--- config.mk ---
export PLATFORM = sky130hd
export DESIGN_NAME = retstack_irq
export DESIGN_NICKNAME = d
export VERILOG_FILES = /design/src/rtl/retstack_pkg.sv /design/src/rtl/rs_ptr.sv /design/src/rtl/rs_mem.sv /design/src/rtl/rs_irq.sv /design/src/rtl/retstack_irq.sv
export SDC_FILE = /design/constraint.sdc
export NUM_CORES = 1
export LEC_CHECK = 0
export BUFFER_PORTS_ARGS = -buffer_cell sky130_fd_sc_hd__buf_2
export CAP_MARGIN = 20
export CORE_AREA = 5 5 101 75
export CTS_CLUSTER_SIZE = 30
export DETAILED_ROUTE_END_ITERATION = 7
export DIE_AREA = 0 0 106 80
export PLACE_DENSITY_LB_ADDON = 0.08
export SETUP_SLACK_MARGIN = 0.4
export SYNTH_ARGS = -nofsm -noshare
export SYNTH_HDL_FRONTEND = slang
export SYNTH_SLANG_ARGS = --single-unit
--- constraint.sdc ---
create_clock -name clk -period 1.8 [get_ports clk]
set_input_delay 0.27 -clock clk [delete_from_list [all_inputs] [get_ports clk]]
set_output_delay 0.27 -clock clk [all_outputs]
set_load 0.05 [all_outputs]
--- src/rtl/retstack_pkg.sv ---
package retstack_pkg;
  typedef enum logic [1:0] {
    SRC_NONE = 2'd0,
    SRC_TB   = 2'd1,
    SRC_RTC  = 2'd2
  } irq_src_e;
endpackage

--- src/rtl/rs_ptr.sv ---
// Top-of-stack index and occupancy for a circular return stack.
module rs_ptr #(
  parameter int DEPTH = 6,
  localparam int IDX_W = (DEPTH > 1) ? $clog2(DEPTH) : 1,
  localparam int CNT_W = $clog2(DEPTH + 1)
) (
  input  logic             clk,
  input  logic             rst_n,
  input  logic             push_i,
  input  logic             pop_i,
  output logic [IDX_W-1:0] top_idx_o,
  output logic [IDX_W-1:0] rd_idx_o,
  output logic [CNT_W-1:0] cnt_o,
  output logic             full_o,
  output logic             empty_o
);
  localparam logic [IDX_W-1:0] LAST = IDX_W'(DEPTH - 1);

  logic [IDX_W-1:0] top_q, top_n;
  logic [CNT_W-1:0] cnt_q, cnt_n;
  logic             upd;

  assign full_o   = (cnt_q == CNT_W'(DEPTH));
  assign empty_o  = (cnt_q == '0);
  assign rd_idx_o = (top_q == '0) ? LAST : top_q - 1'b1;

  // next state: push wraps over the oldest slot once full
  always_comb begin
    top_n = top_q;
    cnt_n = cnt_q;
    upd   = 1'b0;
    if (push_i) begin
      top_n = (top_q == LAST) ? '0 : top_q + 1'b1;
      if (!full_o) cnt_n = cnt_q + 1'b1;
      upd = 1'b1;
    end else if (pop_i && !empty_o) begin
      top_n = rd_idx_o;
      cnt_n = cnt_q - 1'b1;
      upd   = 1'b1;
    end
  end

  always_ff @(posedge clk or negedge rst_n) begin
    if (!rst_n) begin
      top_q <= '0;
      cnt_q <= '0;
    end else if (upd) begin
      top_q <= top_n;
      cnt_q <= cnt_n;
    end
  end

  assign top_idx_o = top_q;
  assign cnt_o     = cnt_q;
endmodule

--- src/rtl/rs_mem.sv ---
// Storage entries for the return stack, one register per level.
module rs_mem #(
  parameter int DEPTH = 6,
  parameter int PC_W  = 12,
  localparam int IDX_W = (DEPTH > 1) ? $clog2(DEPTH) : 1
) (
  input  logic             clk,
  input  logic             wr_en_i,
  input  logic [IDX_W-1:0] wr_idx_i,
  input  logic [PC_W-1:0]  wr_data_i,
  input  logic [IDX_W-1:0] rd_idx_i,
  output logic [PC_W-1:0]  rd_data_o
);
  logic [PC_W-1:0] ent_w [DEPTH];

  for (genvar g = 0; g < DEPTH; g++) begin : g_ent
    logic [PC_W-1:0] q;
    logic            we;
    assign we = wr_en_i && (wr_idx_i == IDX_W'(g));
    always_ff @(posedge clk) begin
      if (we) q <= wr_data_i;
    end
    assign ent_w[g] = q;
  end

  always_comb begin
    rd_data_o = '0;
    for (int i = 0; i < DEPTH; i++) begin
      if (rd_idx_i == IDX_W'(i)) rd_data_o = ent_w[i];
    end
  end
endmodule

--- src/rtl/rs_irq.sv ---
// Pending flags, fixed-priority arbitration and vector selection.
module rs_irq #(
  parameter int              PC_W    = 12,
  parameter logic [PC_W-1:0] VEC_TB  = 12'h014,
  parameter logic [PC_W-1:0] VEC_RTC = 12'h018
) (
  input  logic            clk,
  input  logic            rst_n,
  input  logic            tb_req_i,
  input  logic            rtc_req_i,
  input  logic            tb_en_i,
  input  logic            rtc_en_i,
  input  logic            grant_ok_i,
  output logic            ack_o,
  output logic [PC_W-1:0] vec_o,
  output logic            tb_pend_o,
  output logic            rtc_pend_o
);
  import retstack_pkg::*;

  logic     tb_pend_q, tb_pend_n;
  logic     rtc_pend_q, rtc_pend_n;
  irq_src_e src;

  always_comb begin
    src = SRC_NONE;
    if (grant_ok_i) begin
      if (tb_pend_q && tb_en_i)        src = SRC_TB;
      else if (rtc_pend_q && rtc_en_i) src = SRC_RTC;
    end
  end

  always_comb begin
    unique case (src)
      SRC_TB:  vec_o = VEC_TB;
      SRC_RTC: vec_o = VEC_RTC;
      default: vec_o = '0;
    endcase
  end

  assign ack_o = (src != SRC_NONE);

  // a fresh strobe in the acknowledge cycle wins over the clear
  assign tb_pend_n  = tb_req_i  | (tb_pend_q  & (src != SRC_TB));
  assign rtc_pend_n = rtc_req_i | (rtc_pend_q & (src != SRC_RTC));

  always_ff @(posedge clk or negedge rst_n) begin
    if (!rst_n) begin
      tb_pend_q  <= 1'b0;
      rtc_pend_q <= 1'b0;
    end else begin
      tb_pend_q  <= tb_pend_n;
      rtc_pend_q <= rtc_pend_n;
    end
  end

  assign tb_pend_o  = tb_pend_q;
  assign rtc_pend_o = rtc_pend_q;
endmodule

--- src/rtl/retstack_irq.sv ---
// Return address stack with interrupt acknowledge gating.
module retstack_irq #(
  parameter int                DEPTH   = 6,
  parameter int                PC_W    = 12,
  parameter logic [PC_W-1:0]   VEC_TB  = 12'h014,
  parameter logic [PC_W-1:0]   VEC_RTC = 12'h018,
  localparam int               IDX_W   = (DEPTH > 1) ? $clog2(DEPTH) : 1,
  localparam int               CNT_W   = $clog2(DEPTH + 1)
) (
  input  logic            clk,
  input  logic            rst_n,
  input  logic            call_i,
  input  logic            ret_i,
  input  logic [PC_W-1:0] pc_i,
  input  logic            tb_req_i,
  input  logic            rtc_req_i,
  input  logic            tb_en_i,
  input  logic            rtc_en_i,
  output logic [PC_W-1:0] ret_pc_o,
  output logic [PC_W-1:0] vec_o,
  output logic            ack_o
);
  logic [1:0]       rst_sync_q;
  logic             rst_int_n;
  logic [IDX_W-1:0] top_idx, rd_idx;
  logic [CNT_W-1:0] cnt;
  logic             full, empty;
  logic             grant_ok, push;
  logic             tb_pend, rtc_pend;

  // assert asynchronously, release on the clock
  always_ff @(posedge clk or negedge rst_n) begin
    if (!rst_n) rst_sync_q <= 2'b00;
    else        rst_sync_q <= {rst_sync_q[0], 1'b1};
  end
  assign rst_int_n = rst_sync_q[1];

  assign grant_ok = !full && !call_i && !ret_i;
  assign push     = call_i || ack_o;

  rs_ptr #(.DEPTH(DEPTH)) u_ptr (
    .clk       (clk),
    .rst_n     (rst_int_n),
    .push_i    (push),
    .pop_i     (ret_i),
    .top_idx_o (top_idx),
    .rd_idx_o  (rd_idx),
    .cnt_o     (cnt),
    .full_o    (full),
    .empty_o   (empty)
  );

  rs_mem #(.DEPTH(DEPTH), .PC_W(PC_W)) u_mem (
    .clk       (clk),
    .wr_en_i   (push),
    .wr_idx_i  (top_idx),
    .wr_data_i (pc_i),
    .rd_idx_i  (rd_idx),
    .rd_data_o (ret_pc_o)
  );

  rs_irq #(.PC_W(PC_W), .VEC_TB(VEC_TB), .VEC_RTC(VEC_RTC)) u_irq (
    .clk        (clk),
    .rst_n      (rst_int_n),
    .tb_req_i   (tb_req_i),
    .rtc_req_i  (rtc_req_i),
    .tb_en_i    (tb_en_i),
    .rtc_en_i   (rtc_en_i),
    .grant_ok_i (grant_ok),
    .ack_o      (ack_o),
    .vec_o      (vec_o),
    .tb_pend_o  (tb_pend),
    .rtc_pend_o (rtc_pend)
  );
endmodule

# Word level (Yosys, flattened, before mapping)
# Cells that the tools add are included.
# totals
output_inout_bits	25
regBits	82
elab_cells	77
inputBits	20
# classes
n_reduce_logical	23
eq_ne	16
n_bitwise	4
n_addsub	4
muxes	19
# ops
operator	count
two-way mux 12 bit	6
two-way mux 3 bit	7
== test 3 bit, second input constant	5
== test 3 x 2 -> 1 bit, second input constant	4
logical AND 1 bit	11
case mux 5 bit (2 select lines)	1
zero test 3 bit	3
adder 3 x 1 -> 3 bit, second input constant	2
== test 3 x 1 -> 1 bit, second input constant	2
two-way mux 2 bit	3
subtractor 3 x 1 -> 3 bit, second input constant	2
zero test 1 bit	4
inequality test 2 bit, second input constant	2
nonzero test 2 bit	2
AND reduction 3 bit	1
bitwise AND 1 bit	2
== test 2 x 1 -> 1 bit, second input constant	1
== test 2 bit, second input constant	1
two-way mux 1 bit	2
inequality test 2 x 1 -> 1 bit, second input constant	1
bitwise OR 1 bit	2
AND reduction 2 bit	1
logical OR 1 bit	1

# Logic depth before layout (Yosys ltp)
# Gate-level depths: netlist of the first run.
# depth
depth_word	9
ltp_mapped	9
depth_no_buf	7

# By module
# Synthesis of the first run repeated with hierarchy kept, for this count alone.
# hier_totals
hier_cells	264
hier_area_um2	3658.5
# by_module_without_submodules
mod	cells_per_inst	instances	area_per_inst_um2
rs_mem	181	1	2949.1
rs_ptr	55	1	454.2
rs_irq	23	1	190.2
retstack_irq	5	1	65.1

# Least setup slack after synthesis of the first run
# OpenSTA, ideal clock, no wires.
# synth_path
path_type	reg2reg
start	register u_ptr.cnt_q[0], in the netlist u_ptr.cnt_o[0]
end	register u_mem.g_ent[0].q[0] (enable)
setup_slack_ps	-993
required_time_ps	1388
arrival_time_ps	2381
path_stages_with_launch	5
path_cell_list	dfrtp_1 > and3b_4 > o31a_1 > buf_2 > nor4_1
# synth_between
elab_chain_cells	8
# synth_lines
element	line	source
from (decl)	rs_ptr.sv:20	logic [CNT_W-1:0] cnt_q, cnt_n;
from (signal assigned)	rs_ptr.sv:49	cnt_q <= cnt_n;
== test 3 bit	rs_ptr.sv:23	assign full_o = (cnt_q == CNT_W'(DEPTH));
zero test 1 bit	-	
logical AND 1 bit (2 in series)	retstack_irq.sv:38	assign grant_ok = !full && !call_i && !ret_i;
two-way mux 2 bit	rs_irq.sv:27	if (grant_ok_i) begin
nonzero test 2 bit	rs_irq.sv:41	assign ack_o = (src != SRC_NONE);
logical OR 1 bit	retstack_irq.sv:39	assign push = call_i || ack_o;
logical AND 1 bit	rs_mem.sv:19	assign we = wr_en_i && (wr_idx_i == IDX_W'(g));
via u_mem.g_ent[0].we	rs_mem.sv:18	logic we;
to (signal assigned)	rs_mem.sv:21	if (we) q <= wr_data_i;
to (decl)	rs_mem.sv:17	logic [PC_W-1:0] q;
# The timed path passes the listed nets, and every way through them passes these cells.
# A chain may end at the register's enable or synchronous reset.

# Final worst setup path of the first run
# layout_path
start	register u_ptr.top_q[1], in the netlist u_ptr.top_idx_o[1]
end	output port ret_pc_o[3]
# layout_between
elab_chain_cells	9
# layout_lines
element	line	source
from (decl)	rs_ptr.sv:19	logic [IDX_W-1:0] top_q, top_n;
from (signal assigned)	rs_ptr.sv:48	top_q <= top_n;
subtractor 3 x 1 -> 3 bit or zero test 3 bit (tied branches)	rs_ptr.sv:25	assign rd_idx_o = (top_q == '0) ? LAST : top_q - 1'b1;
two-way mux 3 bit *	rs_ptr.sv:25	
zero test 3 bit	rs_mem.sv:29	if (rd_idx_i == IDX_W'(i)) rd_data_o = ent_w[i];
two-way mux 12 bit (5 in series)	rs_mem.sv:29	
two-way mux 12 bit *	rs_mem.sv:29	
to (decl)	retstack_irq.sv:19	output logic [PC_W-1:0] ret_pc_o,
# Mark *: on every way between the ends. The rest lies on a longest branch, timed or not.

==> results.txt, run 1 <==
* Outcome: complete, but fails checks
- Static timing analysis puts the maximum clock frequency at 0.452 GHz.
* Setup WS post-layout: -0.412 ns
* Crit path time final: approximately 2.2 ns
- Die W: 106 um
- The number of hold-slack violations in the final timing report came to 0.
* Most frequent cells in the layout: edfxtp_1 (72), buf_6 (36), mux2_4 (24)
- Synthesized-area fraction occupied by adder cells: less than 1%
* CTS tree: built
- The HPWL after detailed placement is 5.39 mm.
- Fraction of registers with async set/reset: approximately an eighth
- In the synthesized netlist the dominant register cell turns out to be edfxtp_1.
* Number of vias after detailed routing: 2459
* Signed area change from the synthesized netlist to the final layout: 40.9%
- The synthesized netlist devotes 13.6% of its cell area to compound gates.
- Total of flip-flops plus latches after synthesis: 82
- The total overflow left after global routing is 0.
- Maximum Capacitance Violations: 0
- The final reports fail on negative setup slack.
* Pre-CTS setup slack: -0.141 ns
- The worst hold path belongs to the class input pin to flop.
* Kind of end point of the critical path: primary output
- Placeable core region: 6510 um^2
- Global routing used 20.7% of the available tracks.
- Wire length reported by the detailed router: between 8 and 9 mm
- After clock tree synthesis, the clock-pin slew on the worst setup and hold paths is about 0.080 ns.
* Fraction of synthesized area in multiplexers: 7.54%
* Pin count of the biggest net entering global routing: 24
- Global-route wire length before repair: between 10 and 15 mm
* Slew Limit Fails: 0
* Maximum count of clock buffers along a single path: 2
* Kind of start point of the critical path: flop
* Area of the multi-input gates: 1460 um^2
* Via/cell ratio: a little under 6
- TritonCTS created 9 clock buffers.
- Clock latency on the worst-skew pair, taken at its later pin, is 0.35 ns.
- The count of nets left with antenna violations once routing finished came out at 0.
- Number of flops mapped to enable cells by yosys: 72
* Part of the Yosys area used for sequential elements: between 60 and 70%
- Setup violations remaining at the end of the flow were counted as 61.
* Vias in the first global route: around 2400
- IO Port Bufs: 35
- By area, the combinational part of the netlist is dominated by compound AO/OA/AOI/OAI gates.
- Post-route DRC violation count: 0
- Data required time of the critical path: 1.53 ns
- Initial standard-cell utilization of the core: 55.1%
* Total number of placement rows: 25
- The repair_antennas step left the layout with diodes totalling 0.
* Power density over the cells: 1830 nW/um^2
- After routing, the total negative slack on setup checks comes to -6.87 ns.
* Routability congestion estimate: 0.791
- Mapped cell area: 3580 um^2
- Vert. Die Dim: 80 um
- The clock arrives with 0.0101 ns of skew.
* Xor and xnor area share after synthesis: 0.244%
- The worst path uses 123% of the clock period.
- Count of distinct cell types in the synthesized netlist: 39
- Number of antenna violations at the first check in global routing: 0
- In this run the cell area measured after placement is 4320 um^2.
* Number of fill cells: ~380
* Commonest non-fill, non-tap cell in the layout: edfxtp_1
- Across the VDD grid, the largest voltage drop is 0.00129 V.
* Post-layout nets: 354
- Clk root buf: clkbuf_8
- The H-tree was split into 3 levels.
- Instance count after placement with tap cells included: 391
* Maximum fanout along the worst path: 8
- STA puts the critical path data arrival time at 1.94 ns.
- The synthesized netlist devotes 6.00% of its cell area to simple gates.
- Setup repair after global routing missed its margin: true
- Total clock sinks: 82
- Excluding fillers, the count of instances in the completed layout stands at ~420.
* Detailed router's first-iteration violation count: ~120
- The die covers 8480 um^2.
- Type of the setup path with the least slack: flop to primary output
- Number of ports placed on the die boundary: 45
- Wire length per cell after detailed routing: 19.5 um
* Syn Inst Count: 249
- In the final layout, the share of cells above drive strength 1 is 56.7%.
- The sequential cells in the finished layout cover a total of 2420 um^2.
* Synthesized area per cell: 14.4 um^2
- Static Leak: 1.95 nW
- Before antenna repair, the detailed router went through 4 iterations.
- Cell area after layout: 5050 um^2
* Synth Warn #: 0
==> stage by stage <==
| stage | power, mW | hold WS [ns] | util, % |
|---|---|---|---|
| after floorplan | 5.68 | -0.0256 | - |
| after global placement | 6.81 | 0.0552 | 66.5 |
| after detailed placement | 6.89 | 0.0572 | 66.5 |
| after CTS | 8.94 | 0.0865 | 74.8 |
| after global routing | 9.72 | 0.0858 | 77.6 |
| final | 9.27 | 0.100 | 77.6 |
==> cell type report <==
| class | instances | share of cell area, % |
|---|---|---|
| clock buffers | 9 | 2.45 |
| clock inverters | 7 | 1.51 |
| inverters | 6 | 0.446 |
| multi-input cells | 145 | 29.0 |
| flip-flops and latches | 82 | 47.9 |
| well taps | 81 | 2.01 |
| repair buffers | 88 | 16.7 |
==> final timing paths <==
kind,slack (ns),startpoint,cells past startpoint,endpoint
worst max-delay path,-0.41,u_ptr.top_idx_o[1]$_DFFE_PN0P_,6,ret_pc_o[3]
worst min-delay path,0.10,rtc_req_i,2,u_irq.rtc_pend_o$_DFF_PN0_
worst max register to register,-0.19,u_ptr.cnt_o[1]$_DFFE_PN0P_,7,u_ptr.cnt_o[2]$_DFFE_PN0P_
worst min register to register,0.16,rst_sync_q[1]$_DFF_PN0_,0,u_ptr.cnt_o[1]$_DFFE_PN0P_
max in group asynchronous,1.35,rst_sync_q[1]$_DFF_PN0_,0,u_ptr.top_idx_o[1]$_DFFE_PN0P_
min in group asynchronous,0.16,rst_sync_q[1]$_DFF_PN0_,0,u_ptr.cnt_o[1]$_DFFE_PN0P_
==> where the power goes <==
| part | leakage, nW | total [mW] | switching (mW) | internal (mW) |
|---|---|---|---|---|
| clock network | 0.0979 | 1.33 | 0.677 | 0.650 |
| registers | 0.768 | 2.70 | 0.186 | 2.51 |
| logic | 1.08 | 5.24 | 2.83 | 2.41 |
| total | 1.95 | 9.27 | 3.69 | 5.58 |
==> registers in the layout, indices dropped and copies added (netlist names) <==
register / cells
u_ptr.cnt_o: 3
u_mem.g_ent.q: 72
u_ptr.top_idx_o: 3
u_irq.tb_pend_o: 1
u_irq.rtc_pend_o: 1
rst_sync_q: 2
==> per-layer routing <==
metal  up-vias  share of wire (%)  wire, um  global-route usage (%)
met3        12                4.6       376                    4.53
met2        63                 49      4010                    34.0
met1      1255                 45      3670                    28.1
met4         0                1.1        92                    5.82
li1       1129                  -         -                       -
met5         -                  0         0                       0
==> synthesized netlist by cell type, types with 2 or more instances <==
cell	instances	area, um^2
clkbuf_1	10	37.5
inv_1	6	22.5
edfxtp_1	72	2160
conb_1	2	7.51
nor2_1	6	22.5
nor3b_1	2	15.0
o22ai_1	14	87.6
nand2_1	9	33.8
buf_4	9	67.6
nor2b_1	3	18.8
dfrtp_1	10	250
buf_2	3	15.0
a22oi_1	25	188
mux2_2	24	270
nor3_1	4	20.0
nor4_1	5	31.3
a21oi_1	7	35.0
a21o_1	14	105
o21ai_0	2	10.0
buf_1	2	7.51
or3_1	2	12.5
==> worst max-delay path, stage by stage (launching register included) <==
cell and delay [ns]:
dfrtp_2 0.49, buf_12 0.18, mux2_4 0.30, a22oi_2 0.16, o22ai_2 0.12, a21o_2 0.21, buf_6 0.15
==> what timing repair did <==
item                                    4_1_cts  5_1_grt
endpoints found under the hold margin         2        0
hold buffers                                  1        0
buffers inserted                              6        4
pin swaps                                    18       14
endpoints found under the setup margin       95       96
resized for setup                            74       34
==> cell families after synthesis <==
group / after synthesis
XOR/XNOR: 1
adder cells (fa/ha/maj): 2
multiplexers: 24
AND/OR/NAND/NOR: 39
other: 2
buffers and inverters: 30
AO/OA/AOI/OAI: 69
flip-flops: 82
(Power assumes the default switching activity.)
==> inputs of run 2 (changes only) <==
--- a/config.mk
+++ b/config.mk
@@ -7,10 +7,10 @@
 export LEC_CHECK = 0
 export BUFFER_PORTS_ARGS = -buffer_cell sky130_fd_sc_hd__buf_2
 export CAP_MARGIN = 20
-export CORE_AREA = 5 5 101 75
+export CORE_AREA = 5 5 97 72
 export CTS_CLUSTER_SIZE = 30
 export DETAILED_ROUTE_END_ITERATION = 7
-export DIE_AREA = 0 0 106 80
+export DIE_AREA = 0 0 102 77
 export PLACE_DENSITY_LB_ADDON = 0.08
 export SETUP_SLACK_MARGIN = 0.4
 export SYNTH_ARGS = -nofsm -noshare
==> constraint.sdc (replaced) <==
create_clock -name clk -period 2.8 [get_ports clk]
set_input_delay 0.42 -clock clk [delete_from_list [all_inputs] [get_ports clk]]
set_output_delay 0.42 -clock clk [all_outputs]
set_load 0.05 [all_outputs]
==> results.txt, run 2 (synthesized netlist as in run 1, its figures left out) <==
- The first detailed-routing pass took 5 iterations.
- Data required time of the critical path: 2.38 ns
- Setup TNS after final layout: 0 ns
- After detailed routing, the total wire length is between 8 and 9 mm.
- In this run the clock root is driven by a clkbuf_8.
- Kind of start point of the critical path: flop
- Reg-to-reg critical path endpoint: u_ptr.cnt_o[2]$_DFFE_PN0P_
* Crit path time final: 2.43 ns
- The tightest min-delay check is of the flop to asynchronous set/reset pin type.
- Power density over the cells: 1220 nW/um^2
- Vert. Die Dim: roughly 77 um
- Clock buffer count from CTS: 9
* Placement-stage cell area: 3940 um^2
* Worst path arrival time: 2.01 ns
- Once detail routing completed, the nets flagged for antenna violations numbered 0.
- Across the VDD grid, the largest voltage drop is 0.000654 V.
- The number of global-route vias before repair is 2210.
- Most flop-heavy register: u_mem.g_ent.q
* Flip-flop and latch area: 2420 um^2
- Post-layout nets: 329
- Maximum fanout along the worst path: 6
- Global-route wire length before repair: 11.4 mm
- Source-to-sink clock delay at the later pin of the worst-skew pair: approximately 0.35 ns
* Number of levels in the clock H-tree: 3
- Once layout is done, the placed cells without fillers occupy ~4400 um^2.
- In the finished design, the share of the clock period the worst path needs comes to 86.9%.
- Static Leak: 1.69 nW
- Commonest non-fill, non-tap cell in the layout: edfxtp_1
- Most frequent cells in the layout: edfxtp_1 (72), mux2_2 (23), buf_2 (23)
- Initial standard-cell utilization of the core: about three fifths
- Total count of hold-check failures in the final report: 0
- Setup repair after global routing missed its margin: true
* Signed area change from the synthesized netlist to the final layout: 24.1%
* CTS tree: built
- Maximum Capacitance Violations: 0
- Startpoint of the worst-slack reg-to-reg timing path: u_ptr.cnt_o[2]$_DFFE_PN0P_
* Number of vias after detailed routing: approximately 2400
- HPWL after detailed placement: 4.79 mm
- Port buffering added 35 buffers.
- Length in cells of the worst reg-to-reg path: 7
* Die W: 102 um
- Entering global routing, the biggest net connects 19 pins.
- Number of diodes: 0
- Number of fill cells: 367
- Setup violations remaining at the end of the flow were counted as 0.
* Fraction of final layout cells with drive strength greater than 1: 41.3%
- Summing all multi-input logic gate instances after layout gives 1180 um^2.
- Via/cell ratio: approximately 6.2
- Maximum achievable frequency: 0.411 GHz
- The initial antenna violation count came to 0.
- Final worst clock skew: 0.00932 ns
* Post-route DRC violation count: 0
- Slew Limit Fails: 0
* Transition at the pin with the smallest max-transition slack: 0.633 ns
* GRT Overall Usage: 19.4%
* Max-slew headroom at the worst pin: 57.8%
- Clock-pin slew was measured on the worst setup and hold paths at 0.08 ns.
- Maximum count of clock buffers along a single path: 2
- The register with the most flip-flops in the layout has 72 of them.
* Overall die area: between 7000 and 8000 um^2
- Detailed router's first-iteration violation count: 183
- Counting every sink on the clock net gives 82.
- The congestion estimate from routability-driven global placement came to about 0.77.
- Total number of placement rows: 24
* Placeable core region: 5980 um^2
* Worst setup slack for register-to-register paths: 0.54 ns
- Remaining Overflow, GRT: 0
- Kind of end point of the critical path: primary output
- The run finished with clean final reports.
- In the final routed layout, each cell accounts on average for 20.7 um.
* Number of ports placed on the die boundary: 45
- Type of the setup path with the least slack: flop to primary output
run 2: cell types whose count changed in the layout (fill, tap and decap cells not counted), moves of 6 or more:
cell	before	now
a21o_2	12	0
a21o_1	2	14
buf_6	36	14
buf_8	6	0
mux2_4	24	1
mux2_2	0	23
run 2: worst max-delay path, stage by stage, from the launching register on:
cell       delay (ns)
dfrtp_2          0.44
buf_4            0.15
clkbuf_16        0.14
mux2_2           0.34
a22oi_2          0.15
o22ai_1          0.10
a21o_1           0.18
buf_6            0.15
run 2: layout make-up:
cell class | count | area share (%)
flip-flops and latches | 82 | 54.3
multi-input cells | 145 | 26.6
repair buffers | 63 | 12.2
clock buffers | 11 | 2.95
well taps | 78 | 2.19
clock inverters | 5 | 1.24
inverters | 6 | 0.506
run 2: repair_timing:
item                       CTS  global route
hold endpoints to repair     2             0
resized for setup           11            53
gates cloned                 0             3
setup endpoints to repair   13            14
pin swaps                    0            10
hold buffers                 1             0
setup buffers                0             5
run 2: report_power, final:
part           switching, mW  total, mW  internal, mW
Sequential             0.137       1.75          1.62
Combinational           1.67       2.84          1.18
Clock                  0.405      0.815         0.410
run 2: how the worst max path moves through the flow:
stage / from / end / slack (ns) / cells past startpoint
after floorplan: u_ptr.cnt_o[0]$_DFFE_PN0P_ / u_mem.g_ent[0].q[0]$_DFFE_PP_ / 0.007 / 4
after global placement: u_ptr.cnt_o[0]$_DFFE_PN0P_ / u_ptr.cnt_o[2]$_DFFE_PN0P_ / 0.46 / 7
after detailed placement: u_ptr.cnt_o[0]$_DFFE_PN0P_ / u_ptr.cnt_o[2]$_DFFE_PN0P_ / 0.36 / 7
after CTS: u_ptr.top_idx_o[1]$_DFFE_PN0P_ / ret_pc_o[10] / 0.39 / 6
after global routing: u_ptr.top_idx_o[1]$_DFFE_PN0P_ / ret_pc_o[3] / 0.27 / 7
final: u_ptr.top_idx_o[1]$_DFFE_PN0P_ / ret_pc_o[3] / 0.37 / 7
run 2: metal layers:
metal | GRT usage, % | wire, um | up-vias
met4 | 5.50 | 143 | 0
met1 | 28.6 | 3550 | 1182
met2 | 28.4 | 3710 | 125
met3 | 5.35 | 668 | 19
li1 | - | - | 1075
met5 | 0 | 0 | -
run 2: stage by stage:
| step | total power [mW] | worst slack (ns) | instances | hold WS [ns] | utilization, % |
|---|---|---|---|---|---|
| after global routing | 5.66 | 0.273 | 390 | 0.185 | 74.5 |
| after detailed placement | 4.01 | 0.359 | 365 | 0.154 | 65.9 |
| after CTS | 4.90 | 0.386 | 382 | 0.165 | 69.6 |
| final | 5.41 | 0.367 | 390 | 0.153 | 74.5 |
| after floorplan | 3.39 | 0.00653 | 257 | 0.0946 | - |
| after global placement | 3.97 | 0.461 | 365 | 0.158 | 65.9 |
